### config.mk
export PLATFORM = sky130hd
export DESIGN_NAME = voice_key_ctrl
export DESIGN_NICKNAME = d
export VERILOG_FILES = /design/src/rtl/voice_key_pkg.sv /design/src/rtl/voice_key_decode.sv /design/src/rtl/voice_key_slice.sv /design/src/rtl/voice_key_ctrl.sv
export SDC_FILE = /design/constraint.sdc
export NUM_CORES = 1
export LEC_CHECK = 0
export BUFFER_PORTS_ARGS = -buffer_cell sky130_fd_sc_hd__buf_2
export CAP_MARGIN = 20
export CORE_UTILIZATION = 50
export CTS_BUF_LIST = sky130_fd_sc_hd__clkbuf_2 sky130_fd_sc_hd__clkbuf_4 sky130_fd_sc_hd__clkbuf_8
export CTS_CLUSTER_DIAMETER = 60
export DETAILED_ROUTE_END_ITERATION = 12
export HOLD_SLACK_MARGIN = 0.12
export PLACE_DENSITY = 0.81
export SLEW_MARGIN = 20
export SYNTH_ARGS = -nofsm -noshare
export SYNTH_HDL_FRONTEND = slang
export SYNTH_SLANG_ARGS = --single-unit
### constraint.sdc
create_clock -name clk -period 0.88 [get_ports clk]
set_clock_uncertainty 0.05 [all_clocks]
set_input_delay 0 -clock clk [delete_from_list [all_inputs] [get_ports clk]]
set_output_delay 0 -clock clk [all_outputs]
set_load 0.005 [all_outputs]
### src/rtl/voice_key_pkg.sv
// Package: shared register-select encoding for the voice key controller.
// Assumes a 2-bit select presented together with the write strobe.
package voice_key_pkg;
    typedef enum logic [1:0] {
        SEL_KEYON  = 2'd0,
        SEL_KEYOFF = 2'd1,
        SEL_ENDFLG = 2'd2,
        SEL_CTRL   = 2'd3
    } key_sel_e;

    localparam int unsigned CTRL_W      = 8;
    localparam int unsigned CTRL_SRST   = 7;
    localparam int unsigned CTRL_MUTE   = 6;
    localparam int unsigned CTRL_ECHOFF = 5;
    localparam int unsigned CTRL_LOW_W  = 5;
endpackage

### src/rtl/voice_key_decode.sv
// Module: turns one write strobe plus select into per-register write enables.
// Assumes at most one register is written per cycle; the soft-reset enable
// fires only on a control write whose top data bit is set.
module voice_key_decode
    import voice_key_pkg::*;
(
    input  logic         wr_en,
    input  logic [1:0]   wr_sel,
    input  logic         srst_bit,
    output logic         we_keyon,
    output logic         we_keyoff,
    output logic         we_endflg,
    output logic         we_ctrl,
    output logic         soft_rst
);
    // Decode the select into one-hot write enables.
    always_comb begin
        we_keyon  = wr_en && (key_sel_e'(wr_sel) == SEL_KEYON);
        we_keyoff = wr_en && (key_sel_e'(wr_sel) == SEL_KEYOFF);
        we_endflg = wr_en && (key_sel_e'(wr_sel) == SEL_ENDFLG);
        we_ctrl   = wr_en && (key_sel_e'(wr_sel) == SEL_CTRL);
        soft_rst  = we_ctrl && srst_bit;
    end
endmodule

### src/rtl/voice_key_slice.sv
// Module: key state of a single voice (keyed, pending start, key-on bit,
// key-off bit, end flag) plus its registered start and release pulses.
// Assumes the write enables it receives are mutually exclusive.
module voice_key_slice (
    input  logic clk,
    input  logic rst_n,
    input  logic we_keyon,
    input  logic we_keyoff,
    input  logic we_endflg,
    input  logic soft_rst,
    input  logic data_bit,
    input  logic end_in,
    output logic start_q,
    output logic release_q,
    output logic keyed_q,
    output logic keyon_q,
    output logic keyoff_q,
    output logic endflg_q
);
    logic pend_q;
    logic go;
    logic kill;
    logic hold;

    // Work out whether this write starts, releases or defers the voice.
    always_comb begin
        go   = (we_keyon && data_bit && !keyoff_q) ||
               (we_keyoff && !data_bit && pend_q);
        hold = we_keyon && data_bit && keyoff_q;
        kill = (we_keyoff && data_bit && keyed_q) || (soft_rst && keyed_q);
    end

    // Update the voice state and register the one-cycle pulses.
    always_ff @(posedge clk) begin
        if (!rst_n) begin
            keyed_q   <= 1'b0;
            pend_q    <= 1'b0;
            keyon_q   <= 1'b0;
            keyoff_q  <= 1'b0;
            endflg_q  <= 1'b0;
            start_q   <= 1'b0;
            release_q <= 1'b0;
        end else begin
            start_q   <= go;
            release_q <= kill;
            if (soft_rst || kill)   keyed_q <= 1'b0;
            else if (go)            keyed_q <= 1'b1;
            if (soft_rst || kill || go) pend_q <= 1'b0;
            else if (hold)              pend_q <= 1'b1;
            if (soft_rst || kill)   keyon_q <= 1'b0;
            else if (we_keyon)      keyon_q <= data_bit;
            if (soft_rst)           keyoff_q <= 1'b0;
            else if (we_keyoff)     keyoff_q <= data_bit;
            if (go)                 endflg_q <= 1'b0;
            else if (soft_rst || we_endflg) endflg_q <= end_in;
            else                    endflg_q <= endflg_q | end_in;
        end
    end


    pulses_exclusive_chk: assert property (@(posedge clk) disable iff (!rst_n)
        !(start_q && release_q));

    start_marks_keyed_chk: assert property (@(posedge clk) disable iff (!rst_n)
        start_q |-> (keyed_q && !endflg_q));

    release_unkeys_chk: assert property (@(posedge clk) disable iff (!rst_n)
        release_q |-> !keyed_q);

    pending_needs_keyoff_chk: assert property (@(posedge clk) disable iff (!rst_n)
        pend_q |-> keyoff_q);

    deferred_no_start_chk: assert property (@(posedge clk) disable iff (!rst_n)
        (we_keyon && data_bit && keyoff_q) |=> !start_q);
endmodule

### src/rtl/voice_key_ctrl.sv
// Module: top of the multi-voice key controller. Holds the control register,
// decodes register writes and instantiates one key slice per voice.
// Assumes voice_end pulses are synchronous to clk.
module voice_key_ctrl
    import voice_key_pkg::*;
#(
    parameter int unsigned NUM_VOICES = 8
) (
    input  logic                  clk,
    input  logic                  rst_n,
    input  logic                  wr_en,
    input  logic [1:0]            wr_sel,
    input  logic [7:0]            wr_data,
    input  logic [NUM_VOICES-1:0] voice_end,
    output logic [NUM_VOICES-1:0] start_pulse,
    output logic [NUM_VOICES-1:0] release_pulse,
    output logic [NUM_VOICES-1:0] keyed_mask,
    output logic [NUM_VOICES-1:0] keyon_reg,
    output logic [NUM_VOICES-1:0] keyoff_reg,
    output logic [NUM_VOICES-1:0] endflag_reg,
    output logic [7:0]            ctrl_reg
);
    localparam logic [CTRL_W-1:0] CTRL_RST_VAL =
        CTRL_W'((1 << CTRL_SRST) | (1 << CTRL_MUTE));
    localparam logic [CTRL_W-1:0] CTRL_FORCE =
        CTRL_W'((1 << CTRL_MUTE) | (1 << CTRL_ECHOFF));

    logic we_keyon, we_keyoff, we_endflg, we_ctrl, soft_rst;

    voice_key_decode dec_i (
        .wr_en     (wr_en),
        .wr_sel    (wr_sel),
        .srst_bit  (wr_data[CTRL_SRST]),
        .we_keyon  (we_keyon),
        .we_keyoff (we_keyoff),
        .we_endflg (we_endflg),
        .we_ctrl   (we_ctrl),
        .soft_rst  (soft_rst)
    );

    // Control register: plain store, or forced flags after a soft reset.
    always_ff @(posedge clk) begin
        if (!rst_n)
            ctrl_reg <= CTRL_RST_VAL;
        else if (soft_rst)
            ctrl_reg <= CTRL_FORCE | {{(CTRL_W-CTRL_LOW_W){1'b0}}, wr_data[CTRL_LOW_W-1:0]};
        else if (we_ctrl)
            ctrl_reg <= wr_data;
    end

    for (genvar v = 0; v < NUM_VOICES; v++) begin : g_voice
        voice_key_slice slice_i (
            .clk       (clk),
            .rst_n     (rst_n),
            .we_keyon  (we_keyon),
            .we_keyoff (we_keyoff),
            .we_endflg (we_endflg),
            .soft_rst  (soft_rst),
            .data_bit  (wr_data[v]),
            .end_in    (voice_end[v]),
            .start_q   (start_pulse[v]),
            .release_q (release_pulse[v]),
            .keyed_q   (keyed_mask[v]),
            .keyon_q   (keyon_reg[v]),
            .keyoff_q  (keyoff_reg[v]),
            .endflg_q  (endflag_reg[v])
        );
    end


    soft_rst_clear_chk: assert property (@(posedge clk) disable iff (!rst_n)
        soft_rst |=> (keyed_mask == '0 && keyoff_reg == '0 && keyon_reg == '0
                      && ctrl_reg[CTRL_MUTE] && ctrl_reg[CTRL_ECHOFF]
                      && !ctrl_reg[CTRL_SRST]));

    soft_rst_release_chk: assert property (@(posedge clk) disable iff (!rst_n)
        soft_rst |=> (release_pulse == $past(keyed_mask)));

    keyoff_store_chk: assert property (@(posedge clk) disable iff (!rst_n)
        we_keyoff |=> (keyoff_reg == $past(wr_data[NUM_VOICES-1:0])));

    endflag_wipe_chk: assert property (@(posedge clk) disable iff (!rst_n)
        (we_endflg && voice_end == '0) |=> (endflag_reg == '0));
endmodule

==> results.cfg <==
[power_and_ir_drop]
leakage_nw = 1.97
power.density_nw_per_um2 = 1550
ir_drop_uv = 931

[grt]
grt_overflow = 0
grtUsageTotal_pct = 26.1
grt_max_degree = 24
antenna_found_initial = 0
grt_first_pass_wirelength_um = 12500
grt_pass1_vias = 2710

[sta]
fin_crit_sh_pct = 120
timing_worst_slew_pin_value_ps = 571
hold_violations = 4
finalSetupViolCount = 57
rsz0062_at_grt = true
maxSlewViolCount = 0
layout_setup_ws_ps = -174
max_slew_margin_pct = 61.9
min_period_ps = 1050
fmax_mhz = 949
hold_ws_ps = -85.8

[min_path]
hp-class = input port to flop
whs_path_depth = 3
min_from = wr_data[3]
hold_end = g_voice[3].slice_i.keyon_q

[clocking]
numClockSinks = 64
worstSkewPairLatency_ps = 350
cts.clk_slew.worst_paths_ps = 70
clk_path_buf_depth = 2
tritoncts = done
htreeDepth = 3
clock-root-buffer = clkbuf_8
cts_buffers = 9

[setup_path]
cp_top_family = compound AO/OA/AOI/OAI gates
cp_max_fo = 2
worstRegToRegCells = 3
max_stage_delay_ps = 330
start_kind = flop
regToRegSetupSlack_ps = -170
critPathArrivalTime_ps = 1270
path_buf_inv = 0
cpMaxStageDelayCell = dfxtp_2
worstPathCellList = and3b_2, o21a_4, a211oi_2
path_class = flop to flop
timing.rr.start = g_voice[6].slice_i.pend_q
worst_setup_path_end_kind = flop
r2r-end = g_voice[6].slice_i.endflg_q
cp.required_ps = 1100

[floorplan]
start_util_pct = 51.8
rows = 28
pin_count = 77
die_h_um = 80.3
coreArea_um2 = 5920
die_w_um = 80.3
dieArea_um2 = 6460

[routing]
dr.pass1.iters = 4
ant_nets = 0
vias = 2771
wirelength_um = 9110
drcViolationCount = 0
vias_per_cell = 5.47
wl_per_cell_um = 18.0
drt_iter0_markers = 265

[cells_and_area]
drive_gt1_share_pct = 55.6
fill_cells = 360
nets = 448
antenna_cells = 0
post-route-util_pct = 74.1
instances_no_fill = 507
area_growth_pct = 42.9

[logic_synthesis]
synth.avg_cell_area_um2 = 9.22
netlist_area_um2 = 3070
synth_seq_cells = 64
synth_nets = 354
netlist_instances = 333
yosys_warnings = 0
ys_seq_area_share_pct = 41.7
ys_types = 36

[placed_design]
post-dp-hpwl_um = 5350
dp_slack_ps = -300
io_buffers = 76
gp_congestion = 0.833
placedCellCount = 472

[status]
outcome = finished with violations
violations = negative hold slack, negative setup slack

[job]
max_cap_viol_count = 0
## through the flow
stage | TNS [ps] | instance area [um2] | hold slack, ps | power [mW]
finish | -4440 | 4390 | -85.8 | 6.79
global route | -6020 | 4390 | -76.0 | 6.99
CTS | -2690 | 4160 | -117 | 6.65
detailed placement | -12430 | 3590 | 206 | 3.95
global placement | -9840 | 3590 | 208 | 3.93
floorplan | -88.6 | 3150 | 82.7 | 3.65
## power by group
part / internal [mW] / switching [mW] / total, mW
Combinational: 0.533 / 0.549 / 1.08
Clock: 1.52 / 1.14 / 2.66
Sequential: 2.99 / 0.0619 / 3.05
## cell type report
type | count | area (um2) | area share, %
clock buffer | 13 | 166 | 3.79
clock inverter | 3 | 40.0 | 0.913
inverter | 16 | 60.1 | 1.37
multi-input combinational | 188 | 1520 | 34.7
sequential | 64 | 1330 | 30.2
tap | 75 | 93.8 | 2.14
timing repair buffer | 148 | 1180 | 26.9
## Yosys cell counts
| cell type | instances | area (um2) |
|---|---|---|
| dfxtp_1 | 64 | 1280 |
| buf_4 | 51 | 383 |
| a21oi_1 | 23 | 115 |
| nand2_1 | 22 | 82.6 |
| nor2_1 | 19 | 71.3 |
| inv_1 | 16 | 60.1 |
| o21ai_0 | 16 | 80.1 |
| mux2i_1 | 15 | 150 |
| nor3_1 | 12 | 60.1 |
| o21ai_1 | 10 | 50.1 |
| and3b_1 | 8 | 70.1 |
| nand3_1 | 8 | 40.0 |
| nor3b_1 | 8 | 60.1 |
| o21a_1 | 8 | 60.1 |
| a211oi_2 | 7 | 87.6 |
| buf_2 | 7 | 35.0 |
| o211ai_2 | 7 | 87.6 |
| buf_6 | 5 | 56.3 |
| nor3_2 | 5 | 50.1 |
| a31oi_1 | 4 | 25.0 |
| a21oi_2 | 2 | 17.5 |
| nand2_2 | 2 | 12.5 |
| and2_1 | 1 | 6.26 |
| and2b_4 | 1 | 10.0 |
| and3_1 | 1 | 6.26 |
| buf_1 | 1 | 3.75 |
| clkbuf_1 | 1 | 3.75 |
| nand2b_1 | 1 | 6.26 |
| nand3_2 | 1 | 10.0 |
| nand3b_1 | 1 | 7.51 |
| nand4_1 | 1 | 6.26 |
| nand4_4 | 1 | 21.3 |
| nor2b_4 | 1 | 13.8 |
| nor3b_4 | 1 | 18.8 |
| nor4bb_1 | 1 | 10.0 |
| o211a_1 | 1 | 10.0 |
## routing by layer
| layer | vias up | part of all wire (%) | track usage [%] |
|---|---|---|---|
| li1 | 1290 | - | - |
| met1 | 1314 | 41 | 31.7 |
| met2 | 140 | 50 | 42.7 |
| met3 | 27 | 6.1 | 6.36 |
| met4 | 0 | 3.2 | 13.0 |
| met5 | - | 0 | 0 |
## logic make-up after synthesis
family / after synthesis / share of synthesized area (%)
compound gates: 78 / 17.4
mux: 15 / 4.89
flops: 64 / 41.7
simple gates: 95 / 18.3
buf+inv: 81 / 17.7
## worst reg2reg max path, cell delays in order, from the launching register on
cell and delay (ps):
dfxtp_2 330, and3b_2 230, o21a_4 240, a211oi_2 130
## placed cells by master (no fill, tap or decap), types with 6 or more instances in the layout
cell           count
clkbuf_8          11
dfxtp_2           23
a211oi_2           7
nor3b_4            6
mux2i_1           12
inv_1             16
nor2_1            18
buf_4             36
nor3_1             7
nor3_2            10
a21oi_2            7
dfxtp_1           37
o21ai_0            9
o21ai_2            6
buf_6             29
a21oi_1           18
dlygate4sd3_1     17
nand2_1           22
o21a_1             7
buf_2             60
o21ai_1            9
## how the worst max path moves through the flow
stage                                start                          end  slack [ps]  cells past startpoint
5_1_grt          g_voice[6].slice_i.pend_q  g_voice[6].slice_i.endflg_q        -190                      3
4_1_cts          g_voice[0].slice_i.pend_q  g_voice[0].slice_i.endflg_q        -110                      3
2_1_floorplan  g_voice[7].slice_i.keyoff_q  g_voice[7].slice_i.endflg_q         -20                      3
3_5_place_dp                     wr_sel[1]    g_voice[6].slice_i.pend_q        -300                      5
3_3_place_gp                     wr_sel[1]  g_voice[2].slice_i.endflg_q        -250                      5
6_report         g_voice[6].slice_i.pend_q  g_voice[6].slice_i.endflg_q        -170                      3
## repair_timing
item,4_1_cts,5_1_grt
pin swaps,14,21
buffers inserted,1,2
resized for setup,57,42
hold buffers,14,4
endpoints found under the setup margin,51,66
hold endpoints to repair,50,24
Note: power is estimated with default switching activity, not from simulation.
